===== src/rtl/chain_adc_port.sv =====
module chain_adc_port #(
  parameter int W           = 16,
  parameter int CONV_CYCLES = 8
) (
  input  logic         clk,
  input  logic         rst_n,
  input  logic         cnv,
  input  logic         sck,
  input  logic         sdi,
  input  logic [W-1:0] sample_in,
  output logic         sdo
);

  localparam int CW = (CONV_CYCLES > 1) ? $clog2(CONV_CYCLES) : 1;
  localparam logic [CW-1:0] CNT_LAST = CW'(CONV_CYCLES - 1);

  typedef enum logic [1:0] {S_IDLE, S_CONV, S_READ} st_t;

  st_t           st;
  logic          cnv_q, sck_q, lead;
  logic [CW-1:0] cnt;
  logic [W-1:0]  held, shreg;

  wire cnv_rise = cnv & ~cnv_q;
  wire sck_fall = sck_q & ~sck;
  wire conv_end = (st == S_CONV) && (cnt == CNT_LAST);

  always_ff @(posedge clk) begin
    if (!rst_n) begin
      st    <= S_IDLE;
      cnv_q <= 1'b0;
      sck_q <= 1'b0;
      lead  <= 1'b0;
      cnt   <= '0;
      held  <= '0;
      shreg <= '0;
    end else begin
      cnv_q <= cnv;
      sck_q <= sck;
      if (!cnv) begin
        st   <= S_IDLE;
        lead <= 1'b0;
      end else begin
        case (st)
          S_IDLE: if (cnv_rise && sck) begin
            st   <= S_CONV;
            cnt  <= '0;
            held <= sample_in;
          end
          S_CONV: if (conv_end) begin
            st    <= S_READ;
            shreg <= held;
            lead  <= 1'b1;
          end else begin
            cnt <= cnt + 1'b1;
          end
          S_READ: if (sck_fall) begin
            if (lead) lead  <= 1'b0;
            else      shreg <= {shreg[W-2:0], sdi};
          end
          default: st <= S_IDLE;
        endcase
      end
    end
  end

  assign sdo = cnv && (st == S_READ) && (lead ? sdi : shreg[W-1]);

  assert_quiet_when_low_R1: assert property (@(posedge clk) disable iff (!rst_n)
    (!cnv && !cnv_q) |-> (st == S_IDLE));

  assert_start_needs_sck_R2: assert property (@(posedge clk) disable iff (!rst_n)
    (st == S_IDLE && cnv && !cnv_q && !sck) |=> (st == S_IDLE));

  assert_count_bounded_R3: assert property (@(posedge clk) disable iff (!rst_n)
    (st == S_CONV) |-> (cnt <= CNT_LAST));

  assert_conv_holds_R3: assert property (@(posedge clk) disable iff (!rst_n)
    (st == S_CONV && !conv_end && cnv) |=> (st == S_CONV));

  assert_sdo_only_reading_R4: assert property (@(posedge clk) disable iff (!rst_n)
    (st != S_READ) |-> !sdo);

  assert_load_on_done_R5: assert property (@(posedge clk) disable iff (!rst_n)
    (conv_end && cnv) |=> (st == S_READ && lead && shreg == $past(held)));

  assert_sample_stable_R6: assert property (@(posedge clk) disable iff (!rst_n)
    (st == S_CONV) |=> $stable(held));

endmodule


===== config.mk =====
export PLATFORM = sky130hd
export DESIGN_NAME = chain_adc_port
export DESIGN_NICKNAME = d
export VERILOG_FILES = /design/src/rtl/chain_adc_port.sv
export SDC_FILE = /design/constraint.sdc
export NUM_CORES = 1
export LEC_CHECK = 0
export BUFFER_PORTS_ARGS = -buffer_cell sky130_fd_sc_hd__buf_2
export CORE_MARGIN = 2
export CORE_UTILIZATION = 50
export DETAILED_ROUTE_END_ITERATION = 8
export GPL_TIMING_DRIVEN = 0
export PLACE_DENSITY = 0.7
export REMOVE_ABC_BUFFERS = 1
export SYNTH_ARGS = -nofsm -noshare
export SYNTH_HDL_FRONTEND = slang
export SYNTH_SLANG_ARGS = --single-unit

===== constraint.sdc =====
create_clock -name clk -period 2.55 [get_ports clk]
set_input_delay 0.255 -clock clk [delete_from_list [all_inputs] [get_ports clk]]
set_output_delay 0.255 -clock clk [all_outputs]
set_load 0.02 [all_outputs]

## After elaboration in Yosys (flattened, before gate mapping)

Cells that the tools add are included.

- Bits of input ports: 21
- Register bits: 40
- Word-level logic and storage cells: 48
- Output and inout port bits: 1

- $add $sub $neg: 1
- Bitwise operators: 5
- Reductions and logical operators: 13
- Equality and inequality tests: 8
- Mux-type cells: 14

Operators with widths:

| cell | number |
|---|---|
| $mux 16 | 3 |
| $pmux 16 s2 | 1 |
| $ne 2x2->1 const B | 5 |
| $reduce_and 3->1 | 3 |
| $mux 3 | 2 |
| $pmux 2 s3 | 1 |
| $pmux 3 s2 | 1 |
| $reduce_and 5->1 | 1 |
| $logic_and 1x1->1 | 4 |
| $mux 2 | 2 |
| $reduce_and 4->1 | 1 |
| $reduce_bool 2->1 | 2 |
| $add 3x1->3 const B | 1 |
| $eq 3x3->1 const B | 1 |
| $mux 1 | 3 |
| $not 1->1 | 3 |
| $and 1x1->1 | 2 |
| $eq 2x1->1 const B | 1 |
| $eq 2x2->1 const B | 1 |
| $logic_not 2->1 | 1 |
| $pmux 1 s2 | 1 |
| $reduce_and 2->1 | 1 |

## Logic depth before layout (Yosys ltp)

- Word-level depth: 5
- Mapped depth: 7
- Mapped depth without buffers: 5

## Worst setup path after synthesis

No wires, ideal clock.

- Kind: register to register
- Start point: register cnt[0]
- End point: register shreg[7]
- Data required time: 2410 ps
- Cell stages (with the launch flop): 8
- Buffers on the path: 2
- Data arrival time: 1456 ps
- Setup slack: 954 ps
- Period minus slack after synthesis: 1596 ps
- Setup time: 140 ps
- Path through: dfxtp_1 -> ha_1 -> ha_1 -> and4b_4 -> buf_6 -> buf_4 -> a211oi_1 -> a211oi_2

- Longest elaborated chain between the ends: 4

RTL lines:

| item | RTL line | RTL |
|---|---|---|
| from (decl) | 21 | `logic [CW-1:0] cnt;` |
| from (signal assigned) | 55 | `cnt <= cnt + 1'b1;` |
| $eq 3x3->1 | 26 | `wire conv_end = (st == S_CONV) && (cnt == CNT_LAST);` |
| $logic_and 1x1->1 | 26 |  |
| $ne 2x2->1 (no source line) | - |  |
| $reduce_and 5->1 (no source line) | - |  |
| to (signal assigned) | 52 | `shreg <= held;` |
| to (signal assigned) | 59 | `else shreg <= {shreg[W-2:0], sdi};` |
| to (decl) | 22 | `logic [W-1:0] held, shreg;` |

Every way passes these cells.
A chain may end at the register's enable or synchronous reset.

## Worst setup path after layout

- Start point: register st[0]
- End point: register shreg[3]

- Longest elaborated chain between the ends: 4
- Elaborated cells between the ends (all ways): 9
- Those cells by class: eq/ne (5); mux (1); reduce/logical (3)

RTL lines:

| item | RTL line | RTL |
|---|---|---|
| from (decl) | 19 | `st_t st;` |
| from (signal assigned) | 30 | `st <= S_IDLE;` |
| from (signal assigned) | 41 | `st <= S_IDLE;` |
| from (signal assigned) | 46 | `st <= S_CONV;` |
| $eq 2x1->1 | 26, 44 |  |
| $logic_and 1x1->1 | 26 |  |
| $ne 2x2->1 (no source line) | - |  |
| $reduce_and 5->1 (no source line) | - |  |

Several ways; a longest one is shown, not always the timed one.

==> summary.md <==
| Metric | Value |
|---|---|
| Worst Hold End | held[10] |
| EDFF count, synth | 0 |
| Cell Int Power | 0.8851 mW |
| Iter 0 DRT Violations | 96 |
| Worst Hold Depth | 3 |
| HPWL after DPL | between 2 and 2.5 mm |
| Gate power share | 0.078 |
| Ant diodes | 0 |
| Worst hold path startpoint | sample_in[10] |
| Share of layout cells above drive strength 1 | 0.2723 |
| Synth Instances | 191 |
| Bufs on Longest Clock Path | 2 |
| R2R cell count | 3 |
| Initial Utilization | 0.5207 |
| Clock share of power | 0.371 |
| Gr ovfl total | 0 |
| Die Ht | approximately 66 um |
| CTS sink cnt | 40 |
| Final net count | roughly 220 |
| Clock transition at path regs | ~0.08 ns |
| Yosys warnings | 0 |
| Post-place instance area | between 1500 and 2000 um^2 |
| Worst setup margin | 0.6660 ns |
| Worst hold margin | 0.1982 ns |
| Layout Utilization | 0.5590 |
| Setup crit end kind | register |
| CTS tree | yes |
| Pre-Repair DR Iteration Count | 4 |
| Ys async rst share | 0 |
| Worst Skew | roughly 0.010 ns |
| Hold Fails Final Rpt | 0 |
| Switch share | 0.2451 |
| Detail-routed via count per cell | roughly 6 |
| # fillers | ~340 |
| Worst slew pin tran | 1.299 ns |
| Total GRT Usage | 0.2042 |
| Avg WL per Cell | 15.71 um |
| First-pass GRT wire length | roughly 6.8 mm |
| Max IR drop VDD | around 350 uV |
| Placer Congestion | about 0.78 |
| Clk_lat worst skew | ~0.30 ns |
| CP max FO | 17 |
| Total wire length | just under 4 mm |
| Die W | between 60 and 70 um |
| DRT antenna net count | 0 |
| Power per standard cell area | 568.7 nW/um^2 |
| DR vias | ~1500 |
| H-tree Lvls | 2 |
| Arrival time worst endpoint | 1.99 ns |
| FMAX | between 0.5 and 0.6 GHz |
| Status | finished, final reports clean |
| Drt drc | 0 |
| Startpoint types | register |
| Yosys top cell by area | dfxtp_1 |
| Rel. slew slack | 0.1321 |
| # rows | 22 |
| Post-route design area | roughly 2100 um^2 |
| Largest net degree at the start of global routing | 34 |
| Number of global-route vias before repair | roughly 1500 |
| CP startpoint | st[0] |
| Sw Pwr | 0.2874 mW |
| Final setup TNS | 0 ns |
| CP Data Required Time | about 2.7 ns |
| Initial antenna violation count | 0 |
| Worst min path class | in2reg |
| Core outline area | around 3700 um^2 |
| Hold-fix buffers, CTS | 0 |
| # IOs | 22 |
| Reg power frac | 0.551 |
| Seq/Total Area, Yosys | 0.4169 |
| Top post-synthesis cells by area | dfxtp_1, a211oi_2, mux2i_1 |
| Synth Flop Type | dfxtp_1 |
| Synth cell types | 30 |
| Crit Path Category | reg2reg |
| Slew Viols, Final | 0 |
| CTS buffer count | 5 |
| Die footprint | roughly 4400 um^2 |
| Static Leak | ~0.66 nW |
| Post-synthesis average cell area | a little over 10 um^2 |
| Clk root buf | clkbuf_8 |
| Setup violations, final | 0 |
| RR Startpoint | st[0] |
| Tcrit/Tclk final | 0.7388 |
| Layout area overhead | 7.362% |
| Setup slack, reg-to-reg | between 0.6 and 0.7 ns |
| Postcts setup bufs | 0 |
| Register bit total from synthesis | 40 |
| RSZ-0062 raised after global routing | no |
| Post-synth top area share | 0.4169 |
| PortBufs | 21 |
| Post-CTS Resized | 0 |
| Placement Setup Slack | 0.7014 ns |
| R2R Path End | shreg[3] |
| Final critical-path required period | about 1.9 ns |
| Netlist Area Pre-Place | ~1900 um^2 |
| Maxcap violations | 0 |
state kept, by name, summed over array words and instances, names as in the netlist:
name / flops
shreg: 16
lead: 1
held: 16
cnv_q: 1
st: 2
cnt: 3
sck_q: 1
layout by cell type, fill, tap and decap left out, types with 2 or more instances in the layout:
cell	synthesis	final
and2_1	2	2
a211oi_1	16	16
buf_2	5	21
nor2_1	2	2
o22ai_1	2	2
mux2i_1	17	17
inv_1	2	2
dfxtp_1	40	40
o21ai_1	10	10
a21oi_1	18	18
clkbuf_8	0	6
nor2b_1	3	2
ha_1	2	2
o21ai_0	7	7
nand3_1	16	16
nand2_1	6	6
nand2b_1	3	3
a211oi_2	17	17
clkinv_2	0	2
cell type report:
cell class	instances	area [um^2]	share of cell area
clock buffers	6	82.58	0.04005
clock inverters	2	10.01	0.004854
inverters	2	7.507	0.003641
multi-input cells	130	980.9	0.4757
flip-flops and latches	40	800.8	0.3883
well taps	48	60.06	0.02913
repair buffers	22	120.1	0.05825
metal layers:
| layer | vias up | global-route usage | wire length (um) |
|---|---|---|---|
| li1 | 733 | - | - |
| met1 | 708 | 0.2386 | 1842 |
| met2 | 25 | 0.3497 | 1866 |
| met3 | 9 | 0.06133 | 155 |
| met4 | 0 | 0.07908 | 63 |
| met5 | - | 0 | 0 |
worst max-delay path by stage:
stage               end  slack (ns)  cells after the start
2_1_floorplan       sdo        0.35                      3
5_1_grt        shreg[3]        0.60                      3
4_1_cts        shreg[3]        0.68                      3
3_3_place_gp        sdo       -0.03                      4
6_report       shreg[3]        0.67                      3
3_5_place_dp    held[0]        0.70                      4
per-stage QoR:
stage | cells | power, mW
3_5_place_dp | 242 | 0.7517
5_1_grt | 250 | 1.222
6_report | 250 | 1.173
2_1_floorplan | 172 | 0.7142
3_3_place_gp | 241 | 0.7484
4_1_cts | 250 | 1.181
logic make-up after synthesis:
family,Yosys count,share of synthesized area
AND/OR/NAND/NOR,38,0.1192
AO/OA/AOI/OAI,73,0.2886
multiplexers,17,0.08860
adder cells (fa/ha/maj),2,0.01303
flip-flops,40,0.4169
buffers and inverters,21,0.07361
worst max-delay path, stage by stage, from the launching register on:
cell and delay (ns):
dfxtp_1 0.42, nor3b_4 0.78, a21o_4 0.38, a211oi_1 0.12
power by group through the flow:
stage          logic (mW)  clock network [mW]  registers [mW]
4_1_cts            0.0913               0.443           0.646
6_report           0.0910               0.435           0.647
3_3_place_gp       0.0883                   0           0.660
3_5_place_dp       0.0906                   0           0.661
5_1_grt             0.101               0.472           0.648
2_1_floorplan      0.0557                   0           0.658
synthesized netlist by cell type (3+ instances only):
library cell / n
nand2b_1: 3
a211oi_1: 16
nand2_1: 6
buf_2: 5
o21ai_1: 10
buf_4: 3
clkbuf_1: 4
a211oi_2: 17
buf_6: 6
nand3_1: 16
mux2i_1: 17
nor2b_1: 3
a21oi_1: 18
o21ai_0: 7
dfxtp_1: 40
(Power assumes the default switching activity.)
